<file path="config.mk">
export PLATFORM = sky130hd
export DESIGN_NAME = gpio_irq_unit
export DESIGN_NICKNAME = d
export VERILOG_FILES = /design/src/rtl/gpio_irq_pkg.sv /design/src/rtl/gpio_sync.sv /design/src/rtl/gpio_detect.sv /design/src/rtl/gpio_regfile.sv /design/src/rtl/gpio_irq_unit.sv
export SDC_FILE = /design/constraint.sdc
export NUM_CORES = 1
export LEC_CHECK = 0
export BUFFER_PORTS_ARGS = -buffer_cell sky130_fd_sc_hd__buf_2
export CELL_PAD_IN_SITES_DETAIL_PLACEMENT = 1
export CELL_PAD_IN_SITES_GLOBAL_PLACEMENT = 1
export CORE_AREA = 2 2 174 218
export DETAILED_ROUTE_END_ITERATION = 12
export DIE_AREA = 0 0 176 220
export PLACE_DENSITY_LB_ADDON = 0.1
export SYNTH_ARGS = -nofsm -noshare
export SYNTH_HDL_FRONTEND = slang
export SYNTH_SLANG_ARGS = --single-unit
</file>
<file path="constraint.sdc">
create_clock -name clk -period 4.95 [get_ports clk]
set_input_delay 1.485 -clock clk [delete_from_list [all_inputs] [get_ports clk]]
set_output_delay 1.485 -clock clk [all_outputs]
set_load 0.02 [all_outputs]
</file>
<file path="src/rtl/gpio_irq_pkg.sv">
package gpio_irq_pkg;
  // word slots, halfword address = 2*slot + upper
  localparam int unsigned SLOT_DIR   = 0;
  localparam int unsigned SLOT_DOUT  = 1;
  localparam int unsigned SLOT_STAT  = 2;
  localparam int unsigned SLOT_IEN   = 3;
  localparam int unsigned SLOT_TRIG  = 4;
  localparam int unsigned SLOT_POL   = 5;
  localparam int unsigned SLOT_HOLD  = 6;
  localparam int unsigned SLOT_HIOUT = 7;
  localparam int unsigned NUM_SLOTS  = 8;
  localparam int unsigned ADDR_PULL_EN  = 2 * NUM_SLOTS;
  localparam int unsigned ADDR_PULL_SEL = 2 * NUM_SLOTS + 1;
endpackage

</file>
<file path="src/rtl/gpio_sync.sv">
module gpio_sync #(
  parameter int unsigned WIDTH  = 32,
  parameter int unsigned STAGES = 2
) (
  input  logic             clk,
  input  logic             rst,
  input  logic [WIDTH-1:0] async_i,
  output logic [WIDTH-1:0] sync_o
);
  logic [WIDTH-1:0] chain_q [STAGES];

  genvar s;
  generate
    for (s = 0; s < STAGES; s++) begin : g_stage
      always_ff @(posedge clk) begin
        if (rst) chain_q[s] <= '0;
        else if (s == 0) chain_q[s] <= async_i;
        else chain_q[s] <= chain_q[(s == 0) ? 0 : s - 1];
      end
    end
  endgenerate

  assign sync_o = chain_q[STAGES-1];
endmodule

</file>
<file path="src/rtl/gpio_detect.sv">
module gpio_detect #(
  parameter int unsigned NPIN = 32
) (
  input  logic            clk,
  input  logic            rst,
  input  logic [NPIN-1:0] sync_i,
  input  logic [NPIN-1:0] dir_i,
  input  logic [NPIN-1:0] trig_i,
  input  logic [NPIN-1:0] pol_i,
  input  logic [NPIN-1:0] hold_i,
  input  logic [NPIN-1:0] clr_i,
  output logic [NPIN-1:0] status_o
);
  logic [NPIN-1:0] prev_q;
  logic [NPIN-1:0] evt;
  logic [NPIN-1:0] st_q;

  always_ff @(posedge clk) begin
    if (rst) prev_q <= '0;
    else prev_q <= sync_i;
  end

  genvar i;
  generate
    for (i = 0; i < NPIN; i++) begin : g_pin
      logic lvl_hit, edge_hit;
      always_comb begin
        lvl_hit  = pol_i[i] ? sync_i[i] : ~sync_i[i];
        edge_hit = pol_i[i] ? (sync_i[i] & ~prev_q[i]) : (~sync_i[i] & prev_q[i]);
        evt[i]   = ~dir_i[i] & (trig_i[i] ? edge_hit : lvl_hit);
      end

      always_ff @(posedge clk) begin
        if (rst) st_q[i] <= 1'b0;
        else if (hold_i[i]) st_q[i] <= evt[i] | (st_q[i] & ~clr_i[i]);
        else st_q[i] <= evt[i];
      end
    end
  endgenerate

  assign status_o = st_q;


  hold_keep_chk: assert property (@(posedge clk) disable iff (rst)
    !$past(rst) |-> (($past(st_q & hold_i & ~clr_i) & ~st_q) == '0));


  out_no_event_chk: assert property (@(posedge clk) disable iff (rst)
    !$past(rst) |-> ((st_q & ~$past(st_q) & $past(dir_i)) == '0));
endmodule

</file>
<file path="src/rtl/gpio_regfile.sv">
module gpio_regfile
  import gpio_irq_pkg::*;
#(
  parameter int unsigned DW = 16,
  parameter int unsigned AW = 5
) (
  input  logic            clk,
  input  logic            rst,
  input  logic            bus_sel,
  input  logic            bus_wr,
  input  logic [AW-1:0]   bus_addr,
  input  logic [DW-1:0]   bus_wdata,
  output logic [DW-1:0]   bus_rdata,
  input  logic [2*DW-1:0] sync_i,
  input  logic [2*DW-1:0] status_i,
  output logic [2*DW-1:0] dir_o,
  output logic [2*DW-1:0] dout_o,
  output logic [2*DW-1:0] ien_o,
  output logic [2*DW-1:0] trig_o,
  output logic [2*DW-1:0] pol_o,
  output logic [2*DW-1:0] hold_o,
  output logic [2*DW-1:0] hiout_o,
  output logic [DW-1:0]   pull_en_o,
  output logic [DW-1:0]   pull_sel_o,
  output logic [2*DW-1:0] clr_o
);
  localparam int unsigned NP  = 2 * DW;
  localparam int unsigned IDW = $clog2(NUM_SLOTS);

  logic [NP-1:0]  word_q [NUM_SLOTS];
  logic [DW-1:0]  pen_q, psel_q;
  logic           wr_en, rd_en, in_slots, upper;
  logic [IDW-1:0] slot;
  logic [NP-1:0]  rd_word;
  logic [DW-1:0]  rd_half;

  assign wr_en    = bus_sel & bus_wr;
  assign rd_en    = bus_sel & ~bus_wr;
  assign slot     = bus_addr[IDW:1];
  assign upper    = bus_addr[0];
  assign in_slots = (bus_addr < AW'(2 * NUM_SLOTS));

  genvar g;
  generate
    for (g = 0; g < NUM_SLOTS; g++) begin : g_slot
      if (g == SLOT_STAT) begin : g_none
        assign word_q[g] = '0;
      end else begin : g_reg
        localparam logic [NP-1:0] RST_VAL = (g == SLOT_TRIG) ? {NP{1'b1}} : '0;
        always_ff @(posedge clk) begin
          if (rst) word_q[g] <= RST_VAL;
          else if (wr_en && in_slots && slot == IDW'(g)) begin
            if (upper) word_q[g][NP-1:DW] <= bus_wdata;
            else word_q[g][DW-1:0] <= bus_wdata;
          end
        end
      end
    end
  endgenerate

  always_ff @(posedge clk) begin
    if (rst) begin
      pen_q  <= '0;
      psel_q <= '0;
    end else if (wr_en) begin
      if (bus_addr == AW'(ADDR_PULL_EN)) pen_q <= bus_wdata;
      if (bus_addr == AW'(ADDR_PULL_SEL)) psel_q <= bus_wdata;
    end
  end

  always_comb begin
    clr_o = '0;
    if (wr_en && in_slots && slot == IDW'(SLOT_STAT)) begin
      if (upper) clr_o[NP-1:DW] = bus_wdata;
      else clr_o[DW-1:0] = bus_wdata;
    end
  end

  always_comb begin
    rd_word = word_q[slot];
    if (slot == IDW'(SLOT_DOUT))
      rd_word = (word_q[SLOT_DIR] & word_q[SLOT_DOUT]) | (~word_q[SLOT_DIR] & sync_i);
    else if (slot == IDW'(SLOT_STAT))
      rd_word = status_i;
    if (in_slots) rd_half = upper ? rd_word[NP-1:DW] : rd_word[DW-1:0];
    else if (bus_addr == AW'(ADDR_PULL_EN)) rd_half = pen_q;
    else if (bus_addr == AW'(ADDR_PULL_SEL)) rd_half = psel_q;
    else rd_half = '0;
  end

  always_ff @(posedge clk) begin
    if (rst) bus_rdata <= '0;
    else if (rd_en) bus_rdata <= rd_half;
  end

  assign dir_o      = word_q[SLOT_DIR];
  assign dout_o     = word_q[SLOT_DOUT];
  assign ien_o      = word_q[SLOT_IEN];
  assign trig_o     = word_q[SLOT_TRIG];
  assign pol_o      = word_q[SLOT_POL];
  assign hold_o     = word_q[SLOT_HOLD];
  assign hiout_o    = word_q[SLOT_HIOUT];
  assign pull_en_o  = pen_q;
  assign pull_sel_o = psel_q;


  pull_en_stable_chk: assert property (@(posedge clk) disable iff (rst)
    (!$past(rst) && !($past(wr_en) && $past(bus_addr) == AW'(ADDR_PULL_EN)))
      |-> $stable(pull_en_o));


  hiout_stable_chk: assert property (@(posedge clk) disable iff (rst)
    (!$past(rst) && !($past(wr_en) && $past(bus_addr[AW-1:1]) == (AW-1)'(SLOT_HIOUT)))
      |-> $stable(hiout_o));


  rdata_hold_chk: assert property (@(posedge clk) disable iff (rst)
    (!$past(rst) && !$past(rd_en)) |-> $stable(bus_rdata));
endmodule

</file>
<file path="src/rtl/gpio_irq_unit.sv">
module gpio_irq_unit #(
  parameter int unsigned DW      = 16,
  parameter int unsigned AW      = 5,
  parameter int unsigned SYNC_ST = 2,
  localparam int unsigned NP     = 2 * DW
) (
  input  logic          clk,
  input  logic          rst,
  input  logic          bus_sel,
  input  logic          bus_wr,
  input  logic [AW-1:0] bus_addr,
  input  logic [DW-1:0] bus_wdata,
  output logic [DW-1:0] bus_rdata,
  input  logic [NP-1:0] pin_in,
  output logic [NP-1:0] pin_out,
  output logic [NP-1:0] pin_oe,
  output logic [NP-1:0] port_hi_out,
  output logic [DW-1:0] pull_en,
  output logic [DW-1:0] pull_sel,
  output logic [NP-1:0] raw_status,
  output logic          irq
);
  logic [NP-1:0] sync_w, dir_w, dout_w, ien_w, trig_w, pol_w, hold_w, clr_w, stat_w;
  logic          irq_q;

  gpio_sync #(.WIDTH(NP), .STAGES(SYNC_ST)) sync_i (
    .clk(clk), .rst(rst), .async_i(pin_in), .sync_o(sync_w));

  gpio_regfile #(.DW(DW), .AW(AW)) regs_i (
    .clk(clk), .rst(rst), .bus_sel(bus_sel), .bus_wr(bus_wr),
    .bus_addr(bus_addr), .bus_wdata(bus_wdata), .bus_rdata(bus_rdata),
    .sync_i(sync_w), .status_i(stat_w), .dir_o(dir_w), .dout_o(dout_w),
    .ien_o(ien_w), .trig_o(trig_w), .pol_o(pol_w), .hold_o(hold_w),
    .hiout_o(port_hi_out), .pull_en_o(pull_en), .pull_sel_o(pull_sel),
    .clr_o(clr_w));

  gpio_detect #(.NPIN(NP)) det_i (
    .clk(clk), .rst(rst), .sync_i(sync_w), .dir_i(dir_w), .trig_i(trig_w),
    .pol_i(pol_w), .hold_i(hold_w), .clr_i(clr_w), .status_o(stat_w));

  always_ff @(posedge clk) begin
    if (rst) irq_q <= 1'b0;
    else irq_q <= |(stat_w & ien_w);
  end

  assign irq        = irq_q;
  assign pin_out    = dout_w;
  assign pin_oe     = dir_w;
  assign raw_status = stat_w;


  irq_masked_chk: assert property (@(posedge clk) disable iff (rst)
    (!$past(rst) && $past(ien_w) == '0) |-> !irq);


  irq_after_reset_chk: assert property (@(posedge clk) disable iff (rst)
    $past(rst) |-> (!irq && pin_oe == '0));
endmodule

</file>
**Word level (Yosys, flattened, before mapping)**

Memories as Yosys holds them, arrays and structs flattened.
Index checks and enable logic that the tools add are counted.

- Equality and inequality tests: 9
- Magnitude comparators: 2
- Reductions and logical operators: 27
- Mux-type cells: 145
- Bitwise logic cells: 300

Operator list:

| cell | count |
|---|---|
| $mux W32 | 7 |
| $mux W1 | 131 |
| $and A1 B1 Y1 | 130 |
| $not A1 Y1 | 130 |
| $and A32 B32 Y32 | 3 |
| $bmux W32 S3 | 1 |
| $mux W16 | 6 |
| $or A1 B1 Y1 | 34 |
| $not A32 Y32 | 1 |
| $or A32 B32 Y32 | 1 |
| $reduce_and A2 Y1 | 16 |
| $reduce_or A32 Y1 | 1 |
| $eq A3 B3 Y1 const B | 4 |
| $eq A5 B5 Y1 const B | 2 |
| $logic_and A1 B1 Y1 | 9 |
| $eq A3 B2 Y1 const B | 2 |
| $lt A5 B5 Y1 const B | 1 |
| $ge A4 B4 Y1 const B | 1 |
| $not A3 Y4 | 1 |
| $eq A3 B1 Y1 const B | 1 |
| $logic_not A3 Y1 | 1 |

- Register bits: 337
- Word-level logic and storage cells: 535
- Memory bits (writable): 64
- Memories: 1
- Input bits: 57

Memory list:

| name | words | bits a word | read ports | clocked after memory_dff | write ports | line | source |
|---|---|---|---|---|---|---|---|
| sync_i.chain_q | 2 | 32 | 2 | 0 | 2 | gpio_sync.sv:10 | `logic [WIDTH-1:0] chain_q [STAGES];` |

**Longest topological paths before layout**

Gate-level depths: netlist of the first run.

- Word-level depth: 8
- Gate-level depth with buffers: 8
- Gate-level depth less buffers: 4

**Hierarchy**

From an unflattened synthesis of the first run, not the netlist that was laid out.

- Cell total of the unflattened synthesis: 1881
- Area, all modules: 18532.8 sq um

Modules (own cells, without submodules):

| module | sequential area each (sq um) | cells an instance | area an instance (sq um) | instances |
|---|---|---|---|---|
| gpio_regfile | 5445.2 | 1425 | 13309.0 | 1 |
| gpio_detect | 1281.2 | 298 | 3120.5 | 1 |
| gpio_sync | 1281.2 | 135 | 1918.1 | 1 |
| gpio_irq_unit | 20.0 | 23 | 185.2 | 1 |

**Worst setup path after synthesis of the first run**

Ideal clock, no wire load.

- Kind: input to register
- From: input bus_addr[1]
- To: register regs_i.psel_q[10], in the netlist regs_i.pull_sel_o[10]
- Path buffers: 3
- Arrival time: 2.768 ns
- Path slack: 2.050 ns
- Library setup time: 0.132 ns
- Cell stages on the path: 7
- Cell sequence: or4b_1 -> buf_4 -> or2_1 -> buf_6 -> buf_6 -> nand2_1 -> a21oi_1

- Word-level cells in the longest chain between the ends: 2

RTL lines:

| item | line | source |
|---|---|---|
| from (decl) | gpio_irq_unit.sv:11 | `input logic [AW-1:0] bus_addr,` |
| $eq A5 B5 Y1 | gpio_regfile.sv:67 | `if (bus_addr == AW'(ADDR_PULL_SEL)) psel_q <= bus_wdata;` |
| $reduce_and A2 Y1 (no line) | -- |  |
| to (signal assigned) | gpio_regfile.sv:67 |  |
| to (decl) | gpio_regfile.sv:31 | `logic [DW-1:0] pen_q, psel_q;` |

No other way between the ends.
A chain may end at the register's enable or synchronous reset.

**Final worst setup path of the first run**

- From: input bus_addr[2]
- To: register regs_i.word_q, in the netlist regs_i.dout_o[15]

- Word-level cells in the longest chain between the ends: 4

RTL lines:

| item | line | source |
|---|---|---|
| $lt A5 B5 Y1 | gpio_regfile.sv:41 | `assign in_slots = (bus_addr < AW'(2 * NUM_SLOTS));` |
| $logic_and A1 B1 Y1 | gpio_regfile.sv:52 | `else if (wr_en && in_slots && slot == IDW'(g)) begin` |
| $logic_and A1 B1 Y1 (*) | gpio_regfile.sv:52 |  |
| $reduce_and A2 Y1 (no line) (*) | -- |  |
| to (signal, indexed assignment) | gpio_regfile.sv:53 | `if (upper) word_q[g][NP-1:DW] <= bus_wdata;` |
| to (signal, indexed assignment) | gpio_regfile.sv:54 | `else word_q[g][DW-1:0] <= bus_wdata;` |
| to (decl) | gpio_regfile.sv:30 | `logic [NP-1:0] word_q [NUM_SLOTS];` |

Every way passes the cells marked *; elsewhere a longest branch is shown, timed or not.

==> impl_metrics.tcl, run 1 <==
set metrics [dict create \
    ys_warn_count 0 \
    worstSetupPathType "input pin to flop" \
    drt_drc_violations_left 0 \
    synth_area_per_cell_um2 9.245 \
    swShare_pct 24.49 \
    drt_wl_total_mm 62.78 \
    layout-drive-gt1-share_pct 21.83 \
    grt_pass1_wl_mm 94.06 \
    pwr-share-comb_pct 7.3 \
    finalMaxSlewViolations 0 \
    synth-simple-area-share_pct 17.97 \
    clk_latency_ns 0.55 \
    fin_worst_skew_ns 0.01248 \
    grt_pass1_vias 15090 \
    async_reset_ff_share_pct 0 \
    fin_total_pwr_w 0.006841 \
    hp-class "flop to flop" \
    start_util_pct 47.17 \
    std_cell_rows 79 \
    worstMarginPinSlew_ns 1.119 \
    p_leak_nw 8.487 \
    worstRegToRegCells 4 \
    setup_viol_count_final 0 \
    hp-start "sync_i.chain_q[0][19]$_SDFF_PP0_" \
    cts_tree "built" \
    gr-total-overflow 0 \
    worstReg2RegStart "regs_i.dir_o[29]$_SDFFE_PP0P_" \
    port_buffers 233 \
    cts_buffers 41 \
    syn_nets 1938 \
    first_pass_iters 7 \
    fp.dieW_um 176 \
    r2r_slack_ns 2.96 \
    muxShareOfSynthArea_pct 16.46 \
    cts_hold_buf 0 \
    crit_chain "buf_4, buf_12, nor2b_1, nand3_2, mux2i_1, nor2_1" \
    routed_via_density 5.894 \
    period_share_pct 68.08 \
    path_clk_slew_ns 0.06 \
    postCtsSetupRepairBufs 0 \
    routedWlPerCell_um 24.65 \
    slew_headroom_pct 25.33 \
    setup.worst_path.start_class "input pin" \
    power.density_nw_per_um2 341.1 \
    internal_power_w 0.005166 \
    cts_resized 0 \
    period_needed_ns 3.370 \
    dp_hpwl_mm 43.13 \
    holdPathStages 1 \
    h-tree-depth 2 \
    fin_area_um2 20050 \
    layout_setup_ws_ns 1.580 \
    cp_slowest_cell "nand3_2" \
    timing.fmax_mhz 296.8 \
    place.gp.congestion 0.8875 \
    synth_area_um2 17390 \
    final.setup.tns_ns 0 \
    chipHeight_um 220 \
    yosys_most_used_dff "dfxtp_1" \
    antenna_found_initial 2 \
    synth_edf_count 0 \
    whs_endpoint "sync_i.chain_q[1][19]$_SDFF_PP0_" \
    syn_inst 1881 \
    power_frac_clock_pct 44.0 \
    critPathMaxStageDelay_ns 0.71 \
    final_cell_mix "dfxtp_1, nand2_1, buf_2" \
    synth-xor-area-share_pct 3.223 \
    preCtsSetupSlack_ns 1.113 \
    nets 2090 \
    maxCapViolations 0 \
    critical_path.top_delay_family "simple AND/OR/NAND/NOR gates" \
    path_buf_inv 2 \
    p_switching_w 0.001675 \
    synth_compound_area_share_pct 11.86 \
    drtIter0Drc 1171 \
    cp_data_arrival_time_ns 3.77 \
    cts-root-buf "clkbuf_16" \
    status "finished clean" \
    rr_endpoint "regs_i.bus_rdata[13]$_SDFFE_PP0P_" \
    pwr-share-seq_pct 48.7 \
    clock-sinks 401 \
    n_fill_cell 4227 \
    layout_commonest_cell "dfxtp_1" \
    vdd_ir_drop_max_mv 0.3172 \
    grtUsageTotal_pct 32.23 \
    endpoint_kind "flop" \
    yosys.area_share.adder_pct 0 \
    yosysSeqAreaShare_pct 46.16 \
    holdWs_ns 0.4338 \
    dpl_cell_area_um2 18770 \
    ant_nets 0 \
    ios 234 \
    die_area_um2 38720 \
    largest_reg_flops 64 \
    cp_max_fo 43 \
    coreArea_um2 36870 \
    hold_violations 0 \
    grt_setup_unrepaired "no" \
    synth_top_family_by_area "simple AND/OR/NAND/NOR gates" \
    syn2layout_area_growth_pct 15.31 \
    required_ns 5.35 \
    ys_ff_latch 401 \
    grt_max_degree 157 \
    clockBufferDepth 3 \
    diodes 0 \
    synth_cell_types 42 \
    regMostFlops "sync_i.chain_q" \
    vias 15010 \
]
## final cells by class
type	instances	area (µm²)	share of cell area [%]
flip-flops and latches	401	8028	40.03
well taps	486	608.1	3.032
inverters	1	3.754	0.01872
clock buffers	57	1179	5.878
repair buffers	274	1511	7.537
multi-input cells	1314	8622	43.00
clock inverters	14	101.3	0.5054
## metrics by stage
step / utilization, % / instances
after floorplan: - / 1881
after global placement: 50.92 / 2476
final: 54.39 / 2547
after CTS: 54.39 / 2547
after detailed placement: 50.92 / 2476
after global routing: 54.39 / 2547
## cells in the mapped netlist (4+ instances only)
master | instances | area share (%)
buf_6 | 5 | 0.32
mux4_2 | 32 | 4.1
buf_1 | 5 | 0.11
nand2b_1 | 4 | 0.14
nand4_1 | 6 | 0.22
mux2_2 | 48 | 3.1
buf_4 | 15 | 0.65
xor2_1 | 32 | 1.6
nor2_1 | 130 | 2.8
a22oi_1 | 32 | 1.4
nand3_2 | 4 | 0.23
mux2i_1 | 160 | 9.2
nand2_1 | 321 | 6.9
xnor2_1 | 32 | 1.6
o211ai_1 | 64 | 2.8
a31oi_1 | 48 | 1.7
nor2b_1 | 100 | 3.6
clkbuf_1 | 114 | 2.5
and3_1 | 5 | 0.18
a211oi_1 | 32 | 1.4
buf_2 | 23 | 0.66
nand3_1 | 68 | 2.0
or2_2 | 17 | 0.61
dfxtp_1 | 401 | 46
a21oi_1 | 160 | 4.6
## worst max path at each step
stage                start                                  to  slack (ns)  cells after the start
3_3_place_gp   bus_addr[2]       regs_i.dout_o[7]$_SDFFE_PP0P_        1.21                      6
2_1_floorplan  bus_addr[1]  regs_i.pull_sel_o[10]$_SDFFE_PP0P_        2.05                      7
4_1_cts        bus_addr[2]      regs_i.dout_o[15]$_SDFFE_PP0P_        1.63                      6
5_1_grt        bus_addr[2]      regs_i.dout_o[15]$_SDFFE_PP0P_        1.42                      6
6_report       bus_addr[2]      regs_i.dout_o[15]$_SDFFE_PP0P_        1.58                      6
3_5_place_dp   bus_addr[2]       regs_i.dout_o[1]$_SDFFE_PP0P_        1.11                      6
## power by group through the flow
stage / registers [W] / logic (W) / clock network, W
after floorplan: 0.00340 / 0.000310 / 0
after CTS: 0.00333 / 0.000497 / 0.00305
final: 0.00333 / 0.000500 / 0.00301
after global placement: 0.00340 / 0.000485 / 0
after detailed placement: 0.00340 / 0.000495 / 0
after global routing: 0.00333 / 0.000532 / 0.00319
## routing by layer
layer	up-vias	global-route usage [%]	share of wire (%)
met5	-	0	0.043
met4	4	14.24	4.5
met3	138	5.349	7.1
met2	601	53.35	47
met1	7477	41.49	41
li1	6793	-	-
## kinds of logic (layout without fill, tap and decap cells)
logic type	after synthesis	in the layout
DFF	401	401
xor gates and xnor gates	64	64
AOI/OAI and AO/OA	336	336
muxes	240	240
buffers and inverters	166	346
and+or+nand+nor	674	674
## worst reg2reg max path, cell delays in order, from the launching register on
cell and delay (ns):
dfxtp_1 0.46, mux2_2 0.39, mux4_2 0.47, o211ai_1 0.40, a31oi_1 0.15
(Power assumes the default switching activity.)
==> run 2, diff against run 1 <==
- CORE_AREA: 2 2 174 218 -> 2 2 181 228
- DIE_AREA: 0 0 176 220 -> 0 0 183 230
- clock period: 4.95 -> 3.5 ns (I/O delays scaled with it)
==> run 2 against run 1 <==
Setup slack worse by 0.71 ns. Clock skew up 0.0059 ns. Hold slack better by 0.0045 ns. Largest cell class unchanged. Critical path depth unchanged. Combinational power up 46%. Critical path type unchanged. Largest power group unchanged. Total power up 47%. Sequential share of layout area down 0.69 points. Non-clock buffer count up 16. Clock-buffer cell count up 7. Critical endpoint is now regs_i.bus_rdata[7]$_SDFFE_PP0P_. Design area up 1.8%.
==> impl_metrics.tcl, run 2 (same netlist as run 1, synthesis figures left out) <==
set metrics [dict create \
    status "finished clean" \
    preCtsSetupSlack_ns 0.3502 \
    fp.dieW_um 183 \
    dp_hpwl_mm 45.58 \
    cp_slowest_cell "mux4_2" \
    h-tree-depth 2 \
    worstSetupPathType "input pin to flop" \
    nets 2107 \
    cts_tree "built" \
    dp_cells 2510 \
    slew_headroom_pct 41.07 \
    crit_chain "buf_2, buf_4, mux4_2, or2_2, o211ai_1, a31oi_1" \
    p_leak_nw 8.645 \
    final-instance-count-excl-fill 2585 \
    die_area_um2 42090 \
    critPathMaxStageDelay_ns 0.54 \
    drt_drc_violations_left 0 \
    ios 234 \
    largest_reg_flops 64 \
    grt_max_degree 131 \
    clock-sinks 401 \
    start_util_pct 43.69 \
    path_clk_slew_ns 0.06 \
    maxCapViolations 0 \
    vias 15040 \
    routedWlPerCell_um 25.35 \
    clockBufferDepth 3 \
    layout_commonest_cell "dfxtp_1" \
    path_buf_inv 2 \
    place.gp.congestion 0.9281 \
    clk_latency_ns 0.56 \
    layout_setup_ws_ns 0.8746 \
    hp-class "flop to flop" \
    critical_path.top_delay_family "buffers and inverters" \
    regMostFlops "sync_i.chain_q" \
    antenna_found_initial 2 \
    chipHeight_um 230 \
    grt_setup_unrepaired "no" \
    coreArea_um2 39810 \
    diodes 0 \
    port_buffers 233 \
    period_share_pct 75.01 \
    routed_via_density 5.819 \
    final.setup.tns_ns 0 \
    cts_resized 0 \
    cp_max_fo 14 \
    setup.worst_path.start_class "input pin" \
    fin_worst_skew_ns 0.01842 \
    drtIter0Drc 1000 \
    cp_data_arrival_time_ns 3.04 \
    gr-total-overflow 0 \
    ant_nets 0 \
    drt_wl_total_mm 65.53 \
    std_cell_rows 82 \
    first_pass_iters 7 \
    finalMaxSlewViolations 0 \
    setup_viol_count_final 0 \
    cts_buffers 42 \
    timing.fmax_mhz 380.9 \
    worstMarginPinSlew_ns 0.8829 \
    layout-drive-gt1-share_pct 22.59 \
    vdd_ir_drop_max_mv 0.3272 \
    grt_pass1_wl_mm 97.73 \
    period_needed_ns 2.625 \
    endpoint_kind "flop" \
    grtUsageTotal_pct 30.83 \
    hold_violations 0 \
    final_cell_mix "dfxtp_1, nand2_1, buf_2" \
    required_ns 3.91 \
    syn2layout_area_growth_pct 17.33 \
    power.density_nw_per_um2 493.6 \
    grt_pass1_vias 15270 \
    cts_hold_buf 0 \
    cts-root-buf "clkbuf_16" \
    postCtsSetupRepairBufs 0 \
]
run 2: changes by cell type in the layout (fill, tap and decap cells not counted):
cell	delta
buf_12	+6
buf_4	+10
bufinv_16	+2
clkbuf_8	+7
clkinv_2	-6
clkinvlp_4	+1
run 2: worst register-to-register path: stages, from the launching register on:
cell      delay, ns
dfxtp_1        0.49
mux2_2         0.40
mux4_2         0.47
o211ai_1       0.41
a31oi_1        0.15
run 2: path summary, 6_finish.rpt:
kind | start | to | slack, ns | cells after the start
max | bus_addr[3] | regs_i.bus_rdata[7]$_SDFFE_PP0P_ | 0.87 | 6
min | sync_i.chain_q[0][19]$_SDFF_PP0_ | sync_i.chain_q[1][19]$_SDFF_PP0_ | 0.44 | 1
max reg2reg | regs_i.dir_o[22]$_SDFFE_PP0P_ | regs_i.bus_rdata[6]$_SDFFE_PP0P_ | 1.45 | 4
min reg2reg | sync_i.chain_q[0][19]$_SDFF_PP0_ | sync_i.chain_q[1][19]$_SDFF_PP0_ | 0.44 | 1
run 2: per-stage QoR:
| step | hold WS (ns) | util (%) | total power, W | cell area (µm²) |
|---|---|---|---|---|
| detailed placement | 0.4247 | 47.71 | 0.005531 | 18990 |
| finish | 0.4383 | 51.26 | 0.01007 | 20400 |
| floorplan | 0.4138 | - | 0.005246 | 17390 |
| global route | 0.4542 | 51.26 | 0.01036 | 20400 |
| global placement | 0.4167 | 47.71 | 0.005518 | 18990 |
| CTS | 0.4422 | 51.26 | 0.01014 | 20400 |
run 2: report_power, final:
group | internal [W] | total, W | switching, W
Clock | 0.00273 | 0.00463 | 0.00190
Combinational | 0.000253 | 0.000728 | 0.000475
Sequential | 0.00464 | 0.00471 | 0.0000704
run 2: layout make-up:
cell class                      instances  area [µm²]
Tap cell                              504       630.6
Multi-Input combinational cell       1314        8622
Clock inverter                         11       138.9
Clock buffer                           64        1275
Fill cell                            4602       19400
Sequential cell                       401        8028
Inverter                                1       3.754
Timing Repair Buffer                  290        1707
run 2: metal layers:
layer	part of all wire (%)	GRT usage, %	wire length [µm]
met5	0.020	0	13
met4	4.3	12.80	2786
met3	5.7	5.116	3727
met2	47	50.72	30910
met1	43	40.12	28090
